<file path="config.mk">
export PLATFORM = sky130hd
export DESIGN_NAME = evtag_core
export DESIGN_NICKNAME = d
export VERILOG_FILES = /design/src/rtl/evtag_pkg.sv /design/src/rtl/evtag_clock.sv /design/src/rtl/evtag_capture.sv /design/src/rtl/evtag_bus.sv /design/src/rtl/evtag_core.sv
export SDC_FILE = /design/constraint.sdc
export NUM_CORES = 1
export LEC_CHECK = 0
export BUFFER_PORTS_ARGS = -buffer_cell sky130_fd_sc_hd__clkbuf_2
export CORE_MARGIN = 2
export CORE_UTILIZATION = 27
export DETAILED_ROUTE_END_ITERATION = 7
export PLACE_DENSITY = 0.46
export SLEW_MARGIN = 40
export SYNTH_ARGS = -nofsm -noshare
export SYNTH_HDL_FRONTEND = slang
export SYNTH_SLANG_ARGS = --single-unit
</file>
<file path="constraint.sdc">
create_clock -name clk_i -period 2.3 [get_ports clk_i]
set_clock_uncertainty 0.1 [all_clocks]
set_input_delay 0.115 -clock clk_i [delete_from_list [all_inputs] [get_ports clk_i]]
set_output_delay 0.115 -clock clk_i [all_outputs]
set_load 0.03 [all_outputs]
</file>
<file path="src/rtl/evtag_pkg.sv">
package evtag_pkg;

   localparam int unsigned EVT_CHANNELS = 4;
   localparam int unsigned W_SECONDS    = 0;
   localparam int unsigned W_COARSE     = 1;
   localparam int unsigned W_TAG_BASE   = 2;
   localparam int unsigned TAG_WORDS    = 4;

   typedef enum logic [1:0] {
      SLOT_COUNT  = 2'd0,
      SLOT_SEC    = 2'd1,
      SLOT_COARSE = 2'd2,
      SLOT_SUB    = 2'd3
   } tag_slot_e;

   function automatic int unsigned tag_word(input int unsigned ch, input tag_slot_e slot);
      return W_TAG_BASE + TAG_WORDS * ch + int'(slot);
   endfunction

endpackage

</file>
<file path="src/rtl/evtag_clock.sv">
module evtag_clock #(
   parameter int unsigned DATA_W        = 32,
   parameter int unsigned TICKS_PER_SEC = 125_000_000
) (
   input  logic              clk_i,
   input  logic              rst_n_i,
   input  logic              ld_sec_i,
   input  logic              ld_coarse_i,
   input  logic [DATA_W-1:0] ld_value_i,
   output logic [DATA_W-1:0] sec_o,
   output logic [DATA_W-1:0] coarse_o
);
   localparam logic [DATA_W-1:0] LAST_TICK = DATA_W'(TICKS_PER_SEC - 1);

   logic [DATA_W-1:0] sec_q;
   logic [DATA_W-1:0] coarse_q;
   logic              carry;

   // a preset above the terminal value still rolls over on the next clock
   assign carry = (coarse_q >= LAST_TICK);

   always_ff @(posedge clk_i) begin
      if (!rst_n_i) begin
         coarse_q <= '0;
      end else if (ld_coarse_i) begin
         coarse_q <= ld_value_i;
      end else if (carry) begin
         coarse_q <= '0;
      end else begin
         coarse_q <= coarse_q + 1'b1;
      end
   end

   always_ff @(posedge clk_i) begin
      if (!rst_n_i) begin
         sec_q <= '0;
      end else if (ld_sec_i) begin
         sec_q <= ld_value_i;
      end else if (carry) begin
         sec_q <= sec_q + 1'b1;
      end
   end

   assign sec_o    = sec_q;
   assign coarse_o = coarse_q;
endmodule

</file>
<file path="src/rtl/evtag_capture.sv">
module evtag_capture #(
   parameter int unsigned DATA_W = 32
) (
   input  logic              clk_i,
   input  logic              rst_n_i,
   input  logic              pulse_i,
   input  logic [DATA_W-1:0] sec_i,
   input  logic [DATA_W-1:0] coarse_i,
   output logic [DATA_W-1:0] count_o,
   output logic [DATA_W-1:0] sec_o,
   output logic [DATA_W-1:0] coarse_o
);
   logic [DATA_W-1:0] count_q;
   logic [DATA_W-1:0] sec_q;
   logic [DATA_W-1:0] coarse_q;

   always_ff @(posedge clk_i) begin
      if (!rst_n_i) begin
         count_q  <= '0;
         sec_q    <= '0;
         coarse_q <= '0;
      end else if (pulse_i) begin
         count_q  <= count_q + 1'b1;
         sec_q    <= sec_i;
         coarse_q <= coarse_i;
      end
   end

   assign count_o  = count_q;
   assign sec_o    = sec_q;
   assign coarse_o = coarse_q;
endmodule

</file>
<file path="src/rtl/evtag_bus.sv">
module evtag_bus
   import evtag_pkg::*;
#(
   parameter int unsigned DATA_W = 32,
   parameter int unsigned ADR_W  = 5,
   parameter int unsigned N_EVT  = 4
) (
   input  logic                          clk_i,
   input  logic                          rst_n_i,
   input  logic [ADR_W-1:0]              adr_i,
   input  logic [DATA_W-1:0]             dat_i,
   input  logic [DATA_W/8-1:0]           sel_i,
   input  logic                          cyc_i,
   input  logic                          stb_i,
   input  logic                          we_i,
   input  logic [DATA_W-1:0]             live_sec_i,
   input  logic [DATA_W-1:0]             live_coarse_i,
   input  logic [N_EVT-1:0][DATA_W-1:0]  tag_cnt_i,
   input  logic [N_EVT-1:0][DATA_W-1:0]  tag_sec_i,
   input  logic [N_EVT-1:0][DATA_W-1:0]  tag_coarse_i,
   output logic                          ack_o,
   output logic [DATA_W-1:0]             dat_o,
   output logic                          ld_sec_o,
   output logic                          ld_coarse_o,
   output logic [DATA_W-1:0]             wr_word_o
);
   localparam int unsigned BYTES = DATA_W / 8;

   logic              ack_q;
   logic [DATA_W-1:0] dat_q;
   logic              accept;
   logic              hit_sec;
   logic              hit_coarse;
   logic [DATA_W-1:0] cur_word;
   logic [DATA_W-1:0] rd_word;

   assign accept     = cyc_i & stb_i & ~ack_q;
   assign hit_sec    = (adr_i == ADR_W'(W_SECONDS));
   assign hit_coarse = (adr_i == ADR_W'(W_COARSE));
   assign cur_word   = hit_sec ? live_sec_i : live_coarse_i;

   // byte-lane merge with the live value
   for (genvar b = 0; b < BYTES; b++) begin : g_lane
      assign wr_word_o[8*b +: 8] = sel_i[b] ? dat_i[8*b +: 8] : cur_word[8*b +: 8];
   end

   assign ld_sec_o    = accept & we_i & hit_sec;
   assign ld_coarse_o = accept & we_i & hit_coarse;

   always_comb begin
      rd_word = '0;
      if (hit_sec) begin
         rd_word = live_sec_i;
      end else if (hit_coarse) begin
         rd_word = live_coarse_i;
      end
      for (int c = 0; c < N_EVT; c++) begin
         if (adr_i == ADR_W'(tag_word(c, SLOT_COUNT)))  rd_word = tag_cnt_i[c];
         if (adr_i == ADR_W'(tag_word(c, SLOT_SEC)))    rd_word = tag_sec_i[c];
         if (adr_i == ADR_W'(tag_word(c, SLOT_COARSE))) rd_word = tag_coarse_i[c];
      end
   end

   always_ff @(posedge clk_i) begin
      if (!rst_n_i) begin
         ack_q <= 1'b0;
         dat_q <= '0;
      end else begin
         ack_q <= accept;
         dat_q <= (accept & ~we_i) ? rd_word : '0;
      end
   end

   assign ack_o = ack_q;
   assign dat_o = dat_q;
endmodule

</file>
<file path="src/rtl/evtag_core.sv">
module evtag_core
   import evtag_pkg::*;
#(
   parameter int unsigned DATA_W        = 32,
   parameter int unsigned ADR_W         = 5,
   parameter int unsigned N_EVT         = EVT_CHANNELS,
   parameter int unsigned TICKS_PER_SEC = 125_000_000
) (
   input  logic                clk_i,
   input  logic                rst_n_i,
   input  logic [N_EVT-1:0]    evt_pulse_i,
   input  logic [ADR_W-1:0]    bus_adr_i,
   input  logic [DATA_W-1:0]   bus_dat_i,
   output logic [DATA_W-1:0]   bus_dat_o,
   input  logic [DATA_W/8-1:0] bus_sel_i,
   input  logic                bus_cyc_i,
   input  logic                bus_stb_i,
   input  logic                bus_we_i,
   output logic                bus_ack_o,
   output logic                bus_err_o,
   output logic                bus_rty_o,
   output logic                bus_stall_o
);
   localparam int unsigned MAP_WORDS = W_TAG_BASE + TAG_WORDS * N_EVT;

   if (TICKS_PER_SEC < 2) begin : g_bad_ticks
      $error("TICKS_PER_SEC must be at least 2");
   end
   if ((DATA_W % 8) != 0 || DATA_W < $clog2(TICKS_PER_SEC)) begin : g_bad_width
      $error("DATA_W must be whole bytes and hold a full second of ticks");
   end
   if (MAP_WORDS > (1 << ADR_W)) begin : g_bad_map
      $error("ADR_W too small for the tag map");
   end

   logic [DATA_W-1:0]             live_sec;
   logic [DATA_W-1:0]             live_coarse;
   logic                          ld_sec;
   logic                          ld_coarse;
   logic [DATA_W-1:0]             wr_word;
   logic [N_EVT-1:0][DATA_W-1:0]  tag_cnt;
   logic [N_EVT-1:0][DATA_W-1:0]  tag_sec;
   logic [N_EVT-1:0][DATA_W-1:0]  tag_coarse;

   evtag_clock #(
      .DATA_W        (DATA_W),
      .TICKS_PER_SEC (TICKS_PER_SEC)
   ) u_clock (
      .clk_i       (clk_i),
      .rst_n_i     (rst_n_i),
      .ld_sec_i    (ld_sec),
      .ld_coarse_i (ld_coarse),
      .ld_value_i  (wr_word),
      .sec_o       (live_sec),
      .coarse_o    (live_coarse)
   );

   for (genvar c = 0; c < N_EVT; c++) begin : g_chan
      evtag_capture #(
         .DATA_W (DATA_W)
      ) u_cap (
         .clk_i    (clk_i),
         .rst_n_i  (rst_n_i),
         .pulse_i  (evt_pulse_i[c]),
         .sec_i    (live_sec),
         .coarse_i (live_coarse),
         .count_o  (tag_cnt[c]),
         .sec_o    (tag_sec[c]),
         .coarse_o (tag_coarse[c])
      );
   end

   evtag_bus #(
      .DATA_W (DATA_W),
      .ADR_W  (ADR_W),
      .N_EVT  (N_EVT)
   ) u_bus (
      .clk_i         (clk_i),
      .rst_n_i       (rst_n_i),
      .adr_i         (bus_adr_i),
      .dat_i         (bus_dat_i),
      .sel_i         (bus_sel_i),
      .cyc_i         (bus_cyc_i),
      .stb_i         (bus_stb_i),
      .we_i          (bus_we_i),
      .live_sec_i    (live_sec),
      .live_coarse_i (live_coarse),
      .tag_cnt_i     (tag_cnt),
      .tag_sec_i     (tag_sec),
      .tag_coarse_i  (tag_coarse),
      .ack_o         (bus_ack_o),
      .dat_o         (bus_dat_o),
      .ld_sec_o      (ld_sec),
      .ld_coarse_o   (ld_coarse),
      .wr_word_o     (wr_word)
   );

   assign bus_err_o   = 1'b0;
   assign bus_rty_o   = 1'b0;
   assign bus_stall_o = 1'b0;
endmodule

</file>
Word-level counts from Yosys, hierarchy flattened
Cells that the tools add are included.

word-level totals
  bits of input ports = 50
  word-level logic and storage cells = 70
  output and inout bits = 36
  register bits after elaboration = 481

cells by class
  multiplexer cells = 23
  order comparisons = 1
  reductions and logical operators = 3
  equal/unequal tests = 13
  $add $sub $neg = 6
  bitwise operators = 8

operator list
  operator               count
  $mux 32                19
  $add 32x1->32 const B  6
  $ge 32x27->1 const B   1
  $mux 8                 4
  $eq 5x4->1 const B     6
  $eq 5x3->1 const B     3
  $eq 5x2->1 const B     2
  $and 1x1->1            6
  $eq 5x1->1 const B     1
  $eq 5x5->1 const B     1
  $logic_not 5->1        1
  $not 1->1              2
  $reduce_and 2->1       1
  $reduce_bool 2->1      1

Longest topological paths before layout
  depth after elaboration = 15
  mapped depth = 11

Hierarchy
Synthesis repeated with hierarchy kept, for this count alone.

unflattened totals
  cell total of the unflattened synthesis = 2931
  area, all modules = 25735.9 µm²

by module, submodules not included
  module         times used  cells each  area each (µm²)
  evtag_capture  4           377         3938.8
  evtag_bus      1           894         5903.2
  evtag_clock    1           525         4051.4
  evtag_core     1           4           26.3

Worst setup path after synthesis
Ideal clock, no wire load.

  kind = reg-to-reg
  start point = reg u_clock.coarse_q[0], in the netlist u_clock.coarse_o[0]
  end point = reg u_clock.sec_q[12], in the netlist u_clock.sec_o[12]
  path buffers = 3
  stages on the path, launching flop included = 11
  setup time = 137 ps
  setup slack = -21 ps
  arrival = 2085 ps
  cell sequence = dfxtp_1 -> ha_1 -> and4_1 -> a21oi_1 -> or3_1 -> buf_6 -> a21o_4 -> buf_6 -> buf_2 -> o31ai_1 -> a31oi_1

on the way
  longest elaborated chain between the ends = 2

ends and longest elaborated chain
  item                         RTL line           RTL
  start, declared              evtag_clock.sv:16  logic [DATA_W-1:0] coarse_q;
  start signal, assigned       evtag_clock.sv:26  coarse_q <= ld_value_i;
  start signal, assigned       evtag_clock.sv:30  coarse_q <= coarse_q + 1'b1;
  $ge 32x27->1                 evtag_clock.sv:20  assign carry = (coarse_q >= LAST_TICK);
  $reduce_bool 2->1 (no line)  --
  end signal, assigned         evtag_clock.sv:38  sec_q <= ld_value_i;
  end signal, assigned         evtag_clock.sv:40  sec_q <= sec_q + 1'b1;
  end, declared                evtag_clock.sv:15  logic [DATA_W-1:0] sec_q;

Every way passes these cells.
A chain may end at the register's enable or synchronous reset.

Final worst setup path
  start point = reg u_clock.coarse_q[0], in the netlist u_clock.coarse_o[0]
  end point = reg u_clock.sec_q[5], in the netlist u_clock.sec_o[5]

The elaborated chain is that of the path after synthesis.

==> flow_metrics.tcl <==
set metrics [dict create \
    drive_above_1_share 0.198 \
    drt_iter0_markers 2176 \
    synth_cell_types 83 \
    synthTopCellsByArea "dfxtp_1 (41%), mux2i_1 (12%), nor2_1 (6.6%)" \
    violations "DRC, setup timing" \
    p_leak_nw 11.9 \
    cts_tree "done" \
    clkTransAtPathRegs_ps 60 \
    rows 107 \
    areaGrowthSynthToFinish_pct 29.1 \
    hpwl_mm 78.9 \
    tightest_slew_ps 891 \
    seqCellArea_um2 9630 \
    fin_crit_sh 1.04 \
    synth_cells 2742 \
    synth-edff-count 0 \
    maxSlewViolCount 0 \
    fp.coreArea_um2 85400 \
    cp.arrival_ps 2830 \
    grt_pass1_vias 22202 \
    layout_commonest_cell "dfxtp_1" \
    viasPerCell 5.33 \
    crit_family "simple AND/OR/NAND/NOR gates" \
    place_congestion 0.897 \
    grt_max_degree 132 \
    dominantRegCellSynth "dfxtp_1" \
    maxCapViolCount 0 \
    fillCellCount 8925 \
    firstDrtPassIters 8 \
    wl_per_cell_um 24.9 \
    grt-ovfl-total 0 \
    die_area_um2 88900 \
    grtUsageTotal 0.233 \
    path_buf_inv 0 \
    ys_seq_area_frac 0.412 \
    wl_mm 106 \
    min_path_cells 3 \
    start_util 0.274 \
    antenna_found_initial 7 \
    crit_path_start_kind "register" \
    drc 2 \
    path_depth 7 \
    die_w_um 298 \
    power_density_nw_per_um2 645 \
    worst_path_largest_cell_delay_ps 480 \
    final_cell_mix "dfxtp_1 (478), nor2_1 (406), buf_4 (351)" \
    grt_first_pass_wirelength_mm 155 \
    ant_nets 0 \
    ys_warn_count 0 \
    rr_worst_depth 7 \
    hp-class "in2reg" \
    crit_slowest_cell "or4_1" \
    rsz0062_at_grt "true" \
    hold_viol_final 0 \
    slew_headroom 0.403 \
    worstPathMaxFanout 8 \
    outcome "finished, violations left" \
    synth.largest_area_cell "dfxtp_1" \
    boundaryPins 86 \
    required_ps 2740 \
    crit_chain "ha_4 -> and4_4 -> a21oi_2 -> or3_4 -> a21o_4 -> or4_1 -> a31oi_1" \
    power_w 0.0195 \
    htreeDepth 2 \
    cts.sinks 481 \
    setup_slack_ps -91.5 \
    cts_buffer_depth 3 \
    vias 22732 \
    rrSetupSlack_ps -90 \
    min_period_ps 2390 \
    clock_latency_ps 650 \
    max_freq_ghz 0.418 \
    synth_async_sr_flop_share 0 \
    syn-cell-area_um2 23400 \
    post-place-ws_ps -458 \
    ys_seq_elements 481 \
    synth.avg_cell_area_um2 8.52 \
    cp-end-kind "register" \
    multi_input_area_um2 13000 \
    ir_drop_v 0.000500 \
    root_buffer "clkbuf_16" \
    synth_top_cell_area_share 0.412 \
    fp.dieH_um 298 \
    cts_buffers 57 \
    io_buffers 82 \
    worstSetupPathType "reg2reg" \
    finalSetupViolCount 3 \
    nNetsFinal 3128 \
]
## sequential cells by signal, indices dropped and copies added, names as in the netlist
| signal | flops |
|---|---|
| g_chan.u_cap.coarse_o | 128 |
| g_chan.u_cap.count_o | 128 |
| g_chan.u_cap.sec_o | 128 |
| u_bus.ack_o | 1 |
| u_bus.dat_o | 32 |
| u_clock.coarse_o | 32 |
| u_clock.sec_o | 32 |
## per-stage QoR
| step | cells | TNS (ps) | util | instance area, um2 | hold slack (ps) |
|---|---|---|---|---|---|
| floorplan | 2744 | 0 | - | 23400 | 185 |
| global placement | 4107 | -11150 | 0.321 | 27400 | 335 |
| detailed placement | 4107 | -11890 | 0.321 | 27400 | 362 |
| CTS | 4260 | -364 | 0.352 | 30000 | 7.85 |
| global route | 4262 | -882 | 0.353 | 30200 | 39.6 |
| finish | 4263 | -111 | 0.353 | 30200 | 34.4 |
## metal layers
metal  part of all wire  up-vias  GRT usage
met1               0.46    11369      0.323
met3              0.066      135     0.0385
met2               0.45      796      0.374
met5            0.00054        -          0
met4              0.023        8     0.0564
li1                   -    10424          -
## final timing paths
kind,from,endpoint
worst max-delay path,u_clock.coarse_o[0]$_SDFF_PN0_,u_clock.sec_o[5]$_SDFFE_PN0P_
worst min register to register,g_chan[2].u_cap.count_o[14]$_SDFFE_PN0P_,g_chan[2].u_cap.count_o[14]$_SDFFE_PN0P_
worst min-delay path,bus_sel_i[2],u_clock.coarse_o[19]$_SDFF_PN0_
worst max register to register,u_clock.coarse_o[0]$_SDFF_PN0_,u_clock.sec_o[5]$_SDFFE_PN0P_
## tightest hold or removal path, stage by stage
cell and delay, ps:
clkbuf_2 270, a21oi_1 220, o22ai_1 90
## timing repair
item                                    in CTS  in global routing
setup buffers                                2                  2
pin swaps                                   20                 14
gates resized for setup                     30                 22
endpoints found under the setup margin      56                 58
hold buffers                                46                  0
cloned                                       1                  0
hold endpoints to repair                   104                  0
## cell usage after synthesis (22+ instances only)
master    instances
a21oi_1         104
a221oi_1         29
a22oi_1          65
and2_1           24
and3_1           32
buf_2            22
clkbuf_1        186
dfxtp_1         481
inv_1            25
mux2i_1         277
nand2_1         156
nand3_1         131
nand4_1          65
nor2_1          413
nor2b_1          83
nor3_1           40
o21ai_0          95
o22ai_1          60
or3_1            30
xnor2_1          69
xor2_1           72
## power breakdown
group / switching [W] / internal (W)
logic: 0.000899 / 0.000557
clock network: 0.00394 / 0.00563
registers: 0.0000556 / 0.00839
total: 0.00489 / 0.0146
## final cells by class
| class | count | area share |
|---|---|---|
| clock inverters | 17 | 0.00809 |
| flip-flops and latches | 481 | 0.319 |
| repair buffers | 506 | 0.135 |
| diodes | 2 | 0.000166 |
| inverters | 27 | 0.00361 |
| multi-input cells | 1999 | 0.430 |
| clock buffers | 87 | 0.0574 |
| well taps | 1144 | 0.0474 |
## cells by family after synthesis
kind of cell | share of synthesized area
mux | 0.121
flops | 0.412
simple gates | 0.218
compound gates | 0.148
xor+xnor | 0.0528
fa+ha+maj | 0.00321
buf+inv | 0.0459
other cells | 0.000160
(Power assumes the default switching activity.)
